`src/rtl/sload_pkg.sv`:
```
package sload_pkg;

  // Routing code as it sits in the two lowest shift-register bits {GC2, GC1}
  typedef enum logic [1:0] {
    GRP_CTL = 2'b00,
    GRP_CH2 = 2'b01,
    GRP_CH1 = 2'b10,
    GRP_REF = 2'b11
  } grp_e;

  // Strobes from control to datapath, valid for one system cycle
  typedef struct packed {
    logic shiftEn;
    logic bitIn;
    logic ldCtl;
    logic ldCh1;
    logic ldCh2;
    logic ldRef;
  } strobe_t;

  function automatic int maxOf3(input int a, input int b, input int c);
    int m;
    m = (a > b) ? a : b;
    return (m > c) ? m : c;
  endfunction

endpackage

```
`src/rtl/sload_sync.sv`:
```
module sload_sync #(
  parameter int STAGES = 2
) (
  input  logic clk,
  input  logic rst_n,
  input  logic din,
  output logic dout
);

  logic [STAGES-1:0] chain;

  always_ff @(posedge clk or negedge rst_n) begin
    if (!rst_n) chain <= '0;
    else        chain <= {chain[STAGES-2:0], din};
  end

  assign dout = chain[STAGES-1];

endmodule

```
`src/rtl/sload_ctrl.sv`:
```
module sload_ctrl
  import sload_pkg::*;
#(
  parameter int SYNC_STAGES = 2
) (
  input  logic    clk,
  input  logic    rst_n,
  input  logic    serClk,
  input  logic    serData,
  input  logic    serEn,
  input  grp_e    grpCode,
  output strobe_t strb,
  output logic    cfgReady
);

  localparam int NUM_IN = 3;
  localparam int IDX_CK = 0;
  localparam int IDX_DT = 1;
  localparam int IDX_EN = 2;

  logic [NUM_IN-1:0] rawIn;
  logic [NUM_IN-1:0] syncd;
  logic clkPrev, enPrev;
  logic clkRise, enRise;
  logic seenRef, seenCtl;

  assign rawIn = {serEn, serData, serClk};

  for (genvar g = 0; g < NUM_IN; g++) begin : g_sync
    sload_sync #(.STAGES(SYNC_STAGES)) u_sync (
      .clk  (clk),
      .rst_n(rst_n),
      .din  (rawIn[g]),
      .dout (syncd[g])
    );
  end

  always_ff @(posedge clk or negedge rst_n) begin
    if (!rst_n) begin
      clkPrev <= 1'b0;
      enPrev  <= 1'b0;
    end else begin
      clkPrev <= syncd[IDX_CK];
      enPrev  <= syncd[IDX_EN];
    end
  end

  assign clkRise = syncd[IDX_CK] & ~clkPrev;
  assign enRise  = syncd[IDX_EN] & ~enPrev;

  always_comb begin
    strb         = '0;
    strb.bitIn   = syncd[IDX_DT];
    // a clock edge seen while enable is high (including its rising cycle) is dropped
    strb.shiftEn = clkRise & ~syncd[IDX_EN];
    if (enRise) begin
      unique case (grpCode)
        GRP_CTL: strb.ldCtl = 1'b1;
        GRP_CH1: strb.ldCh1 = 1'b1;
        GRP_CH2: strb.ldCh2 = 1'b1;
        GRP_REF: strb.ldRef = 1'b1;
        default: ;
      endcase
    end
  end

  always_ff @(posedge clk or negedge rst_n) begin
    if (!rst_n) begin
      seenRef <= 1'b0;
      seenCtl <= 1'b0;
    end else begin
      if (strb.ldRef) seenRef <= 1'b1;
      if (strb.ldCtl) seenCtl <= 1'b1;
    end
  end

  assign cfgReady = seenRef & seenCtl;

endmodule

```
`src/rtl/sload_dp.sv`:
```
module sload_dp
  import sload_pkg::*;
#(
  parameter int N_W   = 17,
  parameter int R_W   = 12,
  parameter int CTL_W = 6,
  parameter int SR_W  = 19
) (
  input  logic             clk,
  input  logic             rst_n,
  input  strobe_t          strb,
  output grp_e             grpCode,
  output logic [CTL_W-1:0] ctlWord,
  output logic [N_W-1:0]   ch1Div,
  output logic [N_W-1:0]   ch2Div,
  output logic [R_W-1:0]   refDiv,
  output logic [3:0]       cpSel
);

  localparam int GC_W = 2;

  logic [SR_W-1:0] sr;

  always_ff @(posedge clk or negedge rst_n) begin
    if (!rst_n)            sr <= '0;
    else if (strb.shiftEn) sr <= {sr[SR_W-2:0], strb.bitIn};
  end

  assign grpCode = grp_e'(sr[GC_W-1:0]);

  always_ff @(posedge clk or negedge rst_n) begin
    if (!rst_n) begin
      ctlWord <= '0;
      ch1Div  <= '0;
      ch2Div  <= '0;
      refDiv  <= '0;
    end else begin
      if (strb.ldCtl) ctlWord <= sr[CTL_W+GC_W-1:GC_W];
      if (strb.ldCh1) ch1Div  <= sr[N_W+GC_W-1:GC_W];
      if (strb.ldCh2) ch2Div  <= sr[N_W+GC_W-1:GC_W];
      if (strb.ldRef) refDiv  <= sr[R_W+GC_W-1:GC_W];
    end
  end

  // pump select: first select bit sits at ctlWord[1], second at ctlWord[0]
  always_comb begin
    cpSel = '0;
    cpSel[{ctlWord[0], ctlWord[1]}] = 1'b1;
  end

endmodule

```
`src/rtl/synth_serial_loader.sv`:
```
module synth_serial_loader
  import sload_pkg::*;
#(
  parameter int N_W         = 17,
  parameter int R_W         = 12,
  parameter int CTL_W       = 6,
  parameter int SYNC_STAGES = 2
) (
  input  logic             clk,
  input  logic             rst_n,
  input  logic             serClk,
  input  logic             serData,
  input  logic             serEn,
  output logic [CTL_W-1:0] ctlWord,
  output logic [N_W-1:0]   ch1Div,
  output logic [N_W-1:0]   ch2Div,
  output logic [R_W-1:0]   refDiv,
  output logic [3:0]       cpSel,
  output logic             cfgReady
);

  localparam int SR_W = maxOf3(N_W, R_W, CTL_W) + 2;

  strobe_t strb;
  grp_e    grpCode;

  sload_ctrl #(.SYNC_STAGES(SYNC_STAGES)) u_ctrl (
    .clk     (clk),
    .rst_n   (rst_n),
    .serClk  (serClk),
    .serData (serData),
    .serEn   (serEn),
    .grpCode (grpCode),
    .strb    (strb),
    .cfgReady(cfgReady)
  );

  sload_dp #(.N_W(N_W), .R_W(R_W), .CTL_W(CTL_W), .SR_W(SR_W)) u_dp (
    .clk    (clk),
    .rst_n  (rst_n),
    .strb   (strb),
    .grpCode(grpCode),
    .ctlWord(ctlWord),
    .ch1Div (ch1Div),
    .ch2Div (ch2Div),
    .refDiv (refDiv),
    .cpSel  (cpSel)
  );

endmodule

```
`config.mk`:
```
export PLATFORM = sky130hd
export DESIGN_NAME = synth_serial_loader
export DESIGN_NICKNAME = d
export VERILOG_FILES = /design/src/rtl/sload_pkg.sv /design/src/rtl/sload_sync.sv /design/src/rtl/sload_ctrl.sv /design/src/rtl/sload_dp.sv /design/src/rtl/synth_serial_loader.sv
export SDC_FILE = /design/constraint.sdc
export NUM_CORES = 1
export LEC_CHECK = 0
export BUFFER_PORTS_ARGS = -buffer_cell sky130_fd_sc_hd__buf_2
export CORE_MARGIN = 5
export CORE_UTILIZATION = 45
export CTS_BUF_LIST = sky130_fd_sc_hd__clkbuf_16
export DETAILED_ROUTE_END_ITERATION = 10
export PLACE_DENSITY = 0.67
export SYNTH_ARGS = -nofsm -noshare
export SYNTH_HDL_FRONTEND = slang
export SYNTH_SLANG_ARGS = --single-unit
```
`constraint.sdc`:
```
create_clock -name clk -period 1.99 [get_ports clk]
set_input_delay 0.199 -clock clk [delete_from_list [all_inputs] [get_ports clk]]
set_output_delay 0.199 -clock clk [all_outputs]
set_load 0.01 [all_outputs]
```
==> out/qor.csv, run 1 <==
stage;metric;value;unit
worst_setup_path;Arr. time, crit path;1.80;ns
sta;Slew Viols, Final;0;
worst_setup_path;worst endpoint required time;2.20;ns
drt;drt pass-1 iters;4;
worst_setup_path;Critical Path End Type;register;
drt;Post-Route WL;5502;um
floorplan;Die Y-Extent;92.84;um
final_layout;layout cells sized above 1;0.6118;
sta;Final Setup Violations;0;
worst_setup_path;critical path's slowest cell;and4bb_1;
power_and_ir_drop;LEAKAGE;2.025;nW
placement;IO buf count;61;
floorplan;total I/O pin count;62;
drt;1st-iter DRT viols;47;
yosys;Seq/Total Area, Yosys;0.6564;
global_routing;grt ovf;0;
clock_network;CTS tree;built;
final_layout;antenna cells;0;
global_routing;largest net degree at the start of global routing;45;
final_layout;register area;2027;um2
yosys;Mean Syn Cell Area;18.06;um2
global_routing;first-pass GRT wire length;9204;um
yosys;yosys warns;0;
global_routing;initial antenna violation count;0;
placement;Placer Congestion;0.7330;
clock_network;Worst-path clk slew;0.06;ns
worst_setup_path;crit start category;register;
drt;routed wl met3;321;um
clock_network;Resized Gates After CTS;0;
yosys;Mapped Area;3088;um2
power_and_ir_drop;pwr dens;1205;nW/um2
floorplan;die area;8619;um2
power_and_ir_drop;Worst IR Drop VDD;0.6660;mV
placement;DPL Wire Length;3712;um
final_layout;most frequent cells in the layout;dfrtp_1, buf_2, mux2_2;
clock_network;CTS buffer count;9;
sta;Final Cycle Share;0.7975;
sta;worst-margin pin slew;0.6067;ns
worst_setup_path;ordered list of cells on the worst path;and4bb_1 -> buf_4 -> mux2_4;
worst_setup_path;crit path from;u_dp.sr[0]$_DFFE_PN0P_;
final_layout;# fillers;538;
drt;post-DR wirelength/cell;16.42;um
yosys;Syn Nets;176;
final_layout;multi-input gate area in the final layout;985.9;um2
clock_network;CTS H-Tree Depth;3;
clock_network;root buffer cell;clkbuf_16;
yosys;Cells after Synth;171;
drt;via count;1674;
worst_hold_path;worst hold path startpoint;u_ctrl.g_sync[2].u_sync.chain[0]$_DFF_PN0_;
power_and_ir_drop;total power;0.004629;W
drt;M1 wire length;2540;um
worst_setup_path;CP peak stage delay;0.48;ns
worst_hold_path;worst min-delay path endpoint;u_ctrl.g_sync[2].u_sync.chain[1]$_DFF_PN0_;
clock_network;Clock Latency Late Sink;0.33;ns
final_layout;area growth from synthesis to final layout;24.35;%
final_layout;nets@finish;255;
worst_setup_path;worst r2r src;u_dp.sr[0]$_DFFE_PN0P_;
yosys;post-synth top area share;0.6564;
drt;highest routed layer;met4;
yosys;#FFs+latches synth;81;
sta;Hold WS;0.3463;ns
clock_network;clock buffer depth;2;
worst_setup_path;Worst Reg-to-Reg Cells;3;
worst_setup_path;delay-heaviest family, CP;simple AND/OR/NAND/NOR gates;
sta;Max Fclk;630.1;MHz
drt;remaining antenna violation count;0;
final_layout;commonest non-fill, non-tap cell in the layout;dfrtp_1;
worst_setup_path;flop-to-flop setup slack;0.40;ns
sta;Final Hold Fails;0;
floorplan;Die X;92.84;um
drt;met2 wire length;2538;um
global_routing;vias in the first global route;1724;
worst_setup_path;Setup CP Type;register to register;
global_routing;GRT Total Usage;0.1388;
worst_setup_path;WP buf/inv;1;
drt;Post-route DRC;0;
sta;Final Critical Period;1.587;ns
yosys;area leader, netlist;dfrtp_1;
sta;post-route setup TNS;0;ns
run;number of max-cap violations;0;
floorplan;row cnt;30;
worst_setup_path;crit path max fanout;6;
clock_network;CTS Sinks;81;
worst_setup_path;RR Endpoint;u_dp.ch1Div[12]$_DFFE_PN0P_;
floorplan;Starting Density;0.4596;
sta;worst rel slew slack;0.5938;
yosys;post-synth cell types;16;
worst_hold_path;hold depth;0;
floorplan;core footprint;6719;um2
sta;RSZ-0062 raised after global routing;false;
worst_hold_path;HP Class;register to register;
outcome;status;complete, no violations;
yosys;largest cells by area after synthesis;dfrtp_1, mux2_2, mux2_4, buf_12, and4bb_1;
drt;DR vias/cell;4.997;
sta;Fin Clk Skew;0.005871;ns
==> through the flow <==
step	cells	util	setup slack (ns)	instance area [um2]
floorplan	171	-	0.5718	3088
global placement	315	0.5240	0.3933	3521
detailed placement	315	0.5240	0.3537	3521
CTS	335	0.5715	0.3518	3840
global route	335	0.5715	0.3056	3840
finish	335	0.5715	0.4029	3840
==> Yosys cell counts <==
cell type and number:
and2_1 2, nand4b_1 1, nand2b_1 1, nor2_1 1, nor4b_4 1, or2_2 1, mux2_2 51, nor2b_1 2
and4bb_1 2, buf_12 2, buf_2 2, buf_4 1, nor3b_1 1, dfrtp_1 81, mux2_4 20, buf_6 2
==> state kept, by name (all words and copies together), names as in the netlist <==
signal	flops
u_dp.sr	19
u_dp.ch1Div	17
u_dp.ch2Div	17
u_dp.refDiv	12
u_ctrl.g_sync.u_sync.chain	6
u_dp.ctlWord	6
u_ctrl.clkPrev	1
u_ctrl.enPrev	1
u_ctrl.seenCtl	1
u_ctrl.seenRef	1
==> power by group <==
part	total (W)	internal, W	leakage (nW)	switching (W)
Clock	0.00155	0.000946	0.144	0.000601
Sequential	0.00220	0.00195	1.07	0.000247
Combinational	0.000881	0.000487	0.809	0.000395
==> logic make-up after synthesis <==
group	Yosys count	share of synthesized area
simple gates	12	0.03444
mux	71	0.2832
flops	81	0.6564
buf+inv	7	0.02593
==> cell type report <==
type | instances | share of cell area
tap | 80 | 0.02607
timing repair buffer | 75 | 0.1167
clock inverter | 7 | 0.01401
clock buffer | 9 | 0.05865
sequential | 81 | 0.5279
multi-input combinational | 83 | 0.2568
==> how the worst max path moves through the flow <==
| stage | depth (start not counted) | slack (ns) | to |
|---|---|---|---|
| finish | 3 | 0.40 | u_dp.ch1Div[12]$_DFFE_PN0P_ |
| global placement | 3 | 0.39 | u_dp.ch1Div[12]$_DFFE_PN0P_ |
| detailed placement | 3 | 0.35 | u_dp.ch1Div[8]$_DFFE_PN0P_ |
| floorplan | 4 | 0.57 | u_dp.sr[10]$_DFFE_PN0P_ |
| global route | 3 | 0.31 | u_dp.ch1Div[13]$_DFFE_PN0P_ |
| CTS | 3 | 0.35 | u_dp.ch1Div[12]$_DFFE_PN0P_ |
==> timing repair <==
action	4_1_cts	5_1_grt
endpoints found under the hold margin	40	0
buffers inserted	0	0
hold buffers	4	0
setup endpoints to repair	0	0
==> layer usage <==
metal  vias up  track usage
li1        765            -
met2        44       0.2028
met3         9      0.04062
met1       856       0.1896
met5         -            0
met4         0      0.06593
Power figures use the tool's default switching activity.
==> run 2, diff against run 1 <==
==> constraint.sdc (replaced) <==
create_clock -name clk -period 1.52 [get_ports clk]
set_input_delay 0.152 -clock clk [delete_from_list [all_inputs] [get_ports clk]]
set_output_delay 0.152 -clock clk [all_outputs]
set_load 0.01 [all_outputs]
==> run 2 against run 1 <==
Net effect:
- core utilization increased by 2.0 points
- via count decreased by 0.78%
- design area increased by 3.5%
- critical path depth unchanged
- sequential share of layout area decreased by 1.8 points
- clock power increased by 67%
- cell count increased by 0.30%
- maximum frequency increased by 9.0%
- wire length increased by 0.98%
- largest power group unchanged
- first-iteration DRC count increased by 30%
- worst setup slack got worse by 0.34 ns
==> out/qor.csv, run 2 (synthesized netlist as in run 1, its figures left out) <==
stage;metric;value;unit
sta;Final Critical Period;1.456;ns
sta;Final Setup Violations;0;
final_layout;Final Cell Area;3974;um2
sta;Max Fclk;686.7;MHz
global_routing;largest net degree at the start of global routing;82;
run;number of max-cap violations;0;
worst_setup_path;Critical Path End Type;register;
worst_setup_path;Worst Reg-to-Reg Cells;3;
clock_network;root buffer cell;clkbuf_16;
worst_setup_path;RR Endpoint;u_dp.ch1Div[5]$_DFFE_PN0P_;
clock_network;CTS tree;built;
worst_setup_path;Arr. time, crit path;1.66;ns
worst_hold_path;HP Class;register to register;
final_layout;most flop-heavy register;u_dp.sr;
floorplan;total I/O pin count;62;
worst_setup_path;worst r2r src;u_dp.sr[0]$_DFFE_PN0P_;
final_layout;commonest non-fill, non-tap cell in the layout;dfrtp_1;
worst_setup_path;WP buf/inv;1;
worst_setup_path;crit start category;register;
outcome;status;complete, no violations;
global_routing;grt ovf;0;
clock_network;CTS buffer count;9;
worst_setup_path;delay-heaviest family, CP;flip-flops;
sta;worst rel slew slack;0.7260;
floorplan;Die Y-Extent;92.84;um
final_layout;area growth from synthesis to final layout;28.69;%
drt;1st-iter DRT viols;61;
power_and_ir_drop;Reg power frac;0.435;
final_layout;max FFs per register;19;
sta;Fin Clk Skew;0.004350;ns
power_and_ir_drop;Comb pwr share;0.176;
global_routing;initial antenna violation count;0;
power_and_ir_drop;Worst IR Drop VDD;0.8843;mV
clock_network;CTS Sinks;81;
final_layout;Top Registers;u_dp.sr x19, u_dp.ch1Div x17, u_dp.ch2Div x17;
placement;DPL Wire Length;3646;um
floorplan;core footprint;6719;um2
sta;RSZ-0062 raised after global routing;false;
final_layout;most frequent cells in the layout;dfrtp_1, buf_2, mux2_2;
drt;remaining antenna violation count;0;
final_layout;nets@finish;256;
power_and_ir_drop;Power Internal;0.004983;W
power_and_ir_drop;total power;0.006654;W
sta;Final Hold Fails;0;
drt;post-DR wirelength/cell;16.54;um
final_layout;antenna cells;0;
floorplan;die area;8619;um2
sta;post-route setup TNS;0;ns
worst_setup_path;ordered list of cells on the worst path;and4bb_2 -> buf_12 -> mux2_2;
sta;worst-margin pin slew;0.4110;ns
floorplan;Starting Density;0.4596;
worst_setup_path;crit path from;u_dp.sr[0]$_DFFE_PN0P_;
worst_setup_path;CP peak stage delay;0.45;ns
drt;via count;1661;
power_and_ir_drop;Sw Share;0.2511;
floorplan;row cnt;30;
global_routing;vias in the first global route;1836;
worst_setup_path;flop-to-flop setup slack;0.06;ns
placement;IO buf count;61;
worst_setup_path;critical path's slowest cell;dfrtp_1;
worst_setup_path;worst endpoint required time;1.72;ns
worst_setup_path;Setup CP Type;register to register;
final_layout;# fillers;529;
drt;drt pass-1 iters;4;
clock_network;clock buffer depth;2;
floorplan;Die X;92.84;um
clock_network;CTS H-Tree Depth;3;
clock_network;Clock Latency Late Sink;0.32;ns
power_and_ir_drop;Switch Pwr;0.001671;W
drt;Post-route DRC;0;
placement;Placer Congestion;0.6806;
clock_network;Worst-path clk slew;0.06;ns
power_and_ir_drop;LEAKAGE;2.071;nW
final_layout;layout cells sized above 1;0.6367;
drt;DR vias/cell;4.943;
power_and_ir_drop;pwr dens;1674;nW/um2
sta;worst setup margin;0.06381;ns
worst_setup_path;crit path max fanout;9;
sta;Slew Viols, Final;0;
placement;pre-CTS setup slack;0.05519;ns
drt;Post-Route WL;5556;um
global_routing;GRT Total Usage;0.1413;
placement;placed cell area;3566;um2
global_routing;first-pass GRT wire length;9432;um
worst_setup_path;crit path to;u_dp.ch1Div[5]$_DFFE_PN0P_;
power_and_ir_drop;clock power share;0.389;
worst_setup_path;WP depth;3;
sta;Hold WS;0.3488;ns
sta;Final Cycle Share;0.9580;
[run 2: worst min path at each step]
stage,from,to,slack (ns),cells after the start
6_report,u_ctrl.g_sync[0].u_sync.chain[0]$_DFF_PN0_,u_ctrl.g_sync[0].u_sync.chain[1]$_DFF_PN0_,0.35,0
5_1_grt,u_ctrl.g_sync[1].u_sync.chain[0]$_DFF_PN0_,u_ctrl.g_sync[1].u_sync.chain[1]$_DFF_PN0_,0.36,0
4_1_cts,u_ctrl.g_sync[0].u_sync.chain[0]$_DFF_PN0_,u_ctrl.g_sync[0].u_sync.chain[1]$_DFF_PN0_,0.35,0
3_5_place_dp,rst_n,u_dp.ch2Div[8]$_DFFE_PN0P_,0.22,2
3_3_place_gp,rst_n,u_dp.ch1Div[8]$_DFFE_PN0P_,0.22,2
2_1_floorplan,rst_n,u_ctrl.clkPrev$_DFF_PN0_,-0.14,0
[run 2: layer usage]
| metal | GRT usage | wire (um) | vias up |
|---|---|---|---|
| met5 | 0 | 0 | - |
| met3 | 0.03737 | 275 | 10 |
| met1 | 0.1904 | 2535 | 840 |
| met2 | 0.2184 | 2659 | 45 |
| li1 | - | - | 766 |
| met4 | 0.05495 | 87 | 0 |
[run 2: power by group through the flow]
stage	registers (W)	logic, W	clock network [W]
3_3_place_gp	0.00292	0.00116	0
2_1_floorplan	0.00298	0.000555	0
3_5_place_dp	0.00292	0.00119	0
6_report	0.00290	0.00117	0.00259
5_1_grt	0.00295	0.00128	0.00276
4_1_cts	0.00290	0.00120	0.00265
[run 2: layout make-up]
type	count	area, um2	share of cell area
clock buffers	9	225.2	0.05668
clock inverters	7	142.6	0.03589
multi-input cells	83	985.9	0.2481
flip-flops and latches	81	2027	0.5101
well taps	80	100.1	0.02519
repair buffers	76	493.0	0.1241
[run 2: what timing repair did]
| action | 4_1_cts | 5_1_grt |
|---|---|---|
| setup endpoints to repair | 0 | 4 |
| hold buffers | 4 | 0 |
| resized for setup | 0 | 1 |
| setup buffers | 0 | 0 |
| endpoints found under the hold margin | 84 | 0 |
[run 2: stage by stage]
stage / cells / utilization
after floorplan: 171 / -
after global placement: 316 / 0.5307
after detailed placement: 316 / 0.5307
after CTS: 336 / 0.5914
after global routing: 336 / 0.5914
final: 336 / 0.5914
==> run 3, diff against run 2 <==
==> constraint.sdc (replaced) <==
create_clock -name clk -period 1.4 [get_ports clk]
set_input_delay 0.14 -clock clk [delete_from_list [all_inputs] [get_ports clk]]
set_output_delay 0.14 -clock clk [all_outputs]
set_load 0.01 [all_outputs]
==> run 3 against run 2 <==
Net effect:
- the run now ends with setup timing left
- die area unchanged
- first-iteration DRC count decreased by 44%
- sequential power increased by 8.6%
- highest routed layer unchanged
- count of clock-buffer cells in the layout unchanged
- cell count unchanged
- design area decreased by 0.44%
==> out/qor.csv, run 3 (synthesized netlist as in run 1, its figures left out) <==
stage;metric;value;unit
drt;Post-Route WL;5407;um
global_routing;vias in the first global route;1796;
final_layout;commonest non-fill, non-tap cell in the layout;dfrtp_1;
worst_setup_path;worst endpoint required time;1.61;ns
floorplan;Die Y-Extent;92.84;um
worst_setup_path;crit path max fanout;14;
sta;Final Critical Period;1.412;ns
sta;RSZ-0062 raised after global routing;true;
final_layout;antenna cells;0;
worst_setup_path;crit start category;register;
placement;DPL Wire Length;3437;um
sta;worst setup margin;-0.01221;ns
final_layout;post-layout util;0.5888;
power_and_ir_drop;total power;0.006724;W
floorplan;core footprint;6719;um2
final_layout;layout cells sized above 1;0.6328;
drt;drt pass-1 iters;4;
power_and_ir_drop;Worst IR Drop VDD;1.110;mV
floorplan;die area;8619;um2
outcome;failing checks;setup timing;
clock_network;CTS buffer count;9;
run;number of max-cap violations;0;
clock_network;CTS tree;built;
floorplan;row cnt;30;
clock_network;CTS Sinks;81;
worst_setup_path;Arr. time, crit path;1.62;ns
clock_network;CTS H-Tree Depth;3;
global_routing;grt ovf;0;
floorplan;Starting Density;0.4596;
sta;Final Hold Fails;0;
placement;Placer Congestion;0.6671;
clock_network;clock buffer depth;2;
worst_setup_path;Setup CP Type;register to register;
global_routing;GRT Total Usage;0.1369;
drt;DR vias/cell;4.938;
clock_network;post-CTS repair timing setup buffer count;0;
final_layout;Final Cell Area;3956;um2
final_layout;area growth from synthesis to final layout;28.12;%
worst_setup_path;ordered list of cells on the worst path;and4bb_2 -> buf_12 -> mux2_4;
sta;worst-margin pin slew;0.4126;ns
sta;Final Cycle Share;1.009;
sta;worst rel slew slack;0.7249;
sta;Max Fclk;708.1;MHz
worst_setup_path;WP buf/inv;1;
floorplan;Die X;92.84;um
placement;placed cell area;3566;um2
power_and_ir_drop;LEAKAGE;2.063;nW
outcome;status;complete, but fails checks;
drt;post-DR wirelength/cell;16.09;um
worst_hold_path;HP Class;register to register;
global_routing;largest net degree at the start of global routing;82;
global_routing;initial antenna violation count;0;
sta;Slew Viols, Final;0;
final_layout;nets@finish;256;
sta;Final Setup Violations;14;
sta;Hold WS;0.3440;ns
final_layout;# fillers;531;
drt;1st-iter DRT viols;34;
worst_setup_path;CP peak stage delay;0.44;ns
final_layout;most flop-heavy register;u_dp.sr;
clock_network;Clock Latency Late Sink;0.32;ns
clock_network;root buffer cell;clkbuf_16;
sta;Fin Clk Skew;0.005239;ns
drt;Post-route DRC;0;
drt;remaining antenna violation count;0;
power_and_ir_drop;pwr dens;1700;nW/um2
final_layout;Top Registers;u_dp.sr x19, u_dp.ch1Div x17, u_dp.ch2Div x17;
final_layout;most frequent cells in the layout;dfrtp_1, buf_2, mux2_4;
worst_setup_path;critical path's slowest cell;dfrtp_2;
worst_setup_path;delay-heaviest family, CP;flip-flops;
final_layout;max FFs per register;19;
placement;IO buf count;61;
drt;via count;1659;
worst_setup_path;Critical Path End Type;register;
clock_network;Worst-path clk slew;0.05;ns
floorplan;total I/O pin count;62;
global_routing;first-pass GRT wire length;9232;um
run 3: cell types whose count changed in the layout (fill, tap and decap cells not counted), sizes merged:
| cell | change |
|---|---|
| bufinv | -3 |
| inv | +2 |
| clkinv | +1 |
run 3: path summary, 6_finish.rpt:
kind                                                       startpoint                                          to  slack, ns  cells after the start
setup / recovery                               u_dp.sr[0]$_DFFE_PN0P_                  u_dp.ch1Div[3]$_DFFE_PN0P_      -0.01                      3
hold / removal             u_ctrl.g_sync[2].u_sync.chain[0]$_DFF_PN0_  u_ctrl.g_sync[2].u_sync.chain[1]$_DFF_PN0_       0.34                      0
setup reg to reg                               u_dp.sr[0]$_DFFE_PN0P_                  u_dp.ch1Div[3]$_DFFE_PN0P_      -0.01                      3
hold reg to reg            u_ctrl.g_sync[2].u_sync.chain[0]$_DFF_PN0_  u_ctrl.g_sync[2].u_sync.chain[1]$_DFF_PN0_       0.34                      0
max in group asynchronous                                       rst_n                      u_dp.sr[0]$_DFFE_PN0P_       0.68                      3
min in group asynchronous                                       rst_n                  u_dp.ch1Div[8]$_DFFE_PN0P_       0.39                      3
run 3: per-stage QoR:
step	TNS (ns)	setup slack, ns	cells
4_1_cts	-0.1351	-0.03258	336
2_1_floorplan	0	0.02079	171
6_report	-0.06800	-0.01221	336
5_1_grt	-1.180	-0.05257	336
3_5_place_dp	-0.2967	-0.03976	316
3_3_place_gp	0	0.002200	316
run 3: cell type report:
class / count / area, um2 / share of cell area
multi-input combinational: 83 / 1050 / 0.2653
clock inverter: 7 / 53.80 / 0.01360
timing repair buffer: 76 / 496.7 / 0.1256
clock buffer: 9 / 225.2 / 0.05693
sequential: 81 / 2031 / 0.5133
tap: 80 / 100.1 / 0.02530
run 3: where the power goes:
group	switching [W]	leakage [nW]	internal [W]
combinational	0.000580	0.850	0.000829
clock	0.000824	0.144	0.00134
sequential	0.000367	1.07	0.00278
run 3: what timing repair did:
action,4_1_cts,5_1_grt
endpoints found under the hold margin,84,0
hold buffers,4,0
gates resized for setup,6,17
endpoints found under the setup margin,27,56
pin swaps,2,2
run 3: routing by layer:
metal / up-vias / share of wire / global-route usage
li1: 764 / - / -
met1: 839 / 0.47 / 0.1819
met2: 46 / 0.45 / 0.2058
met3: 10 / 0.062 / 0.03737
met4: 0 / 0.015 / 0.06960
met5: - / 0 / 0
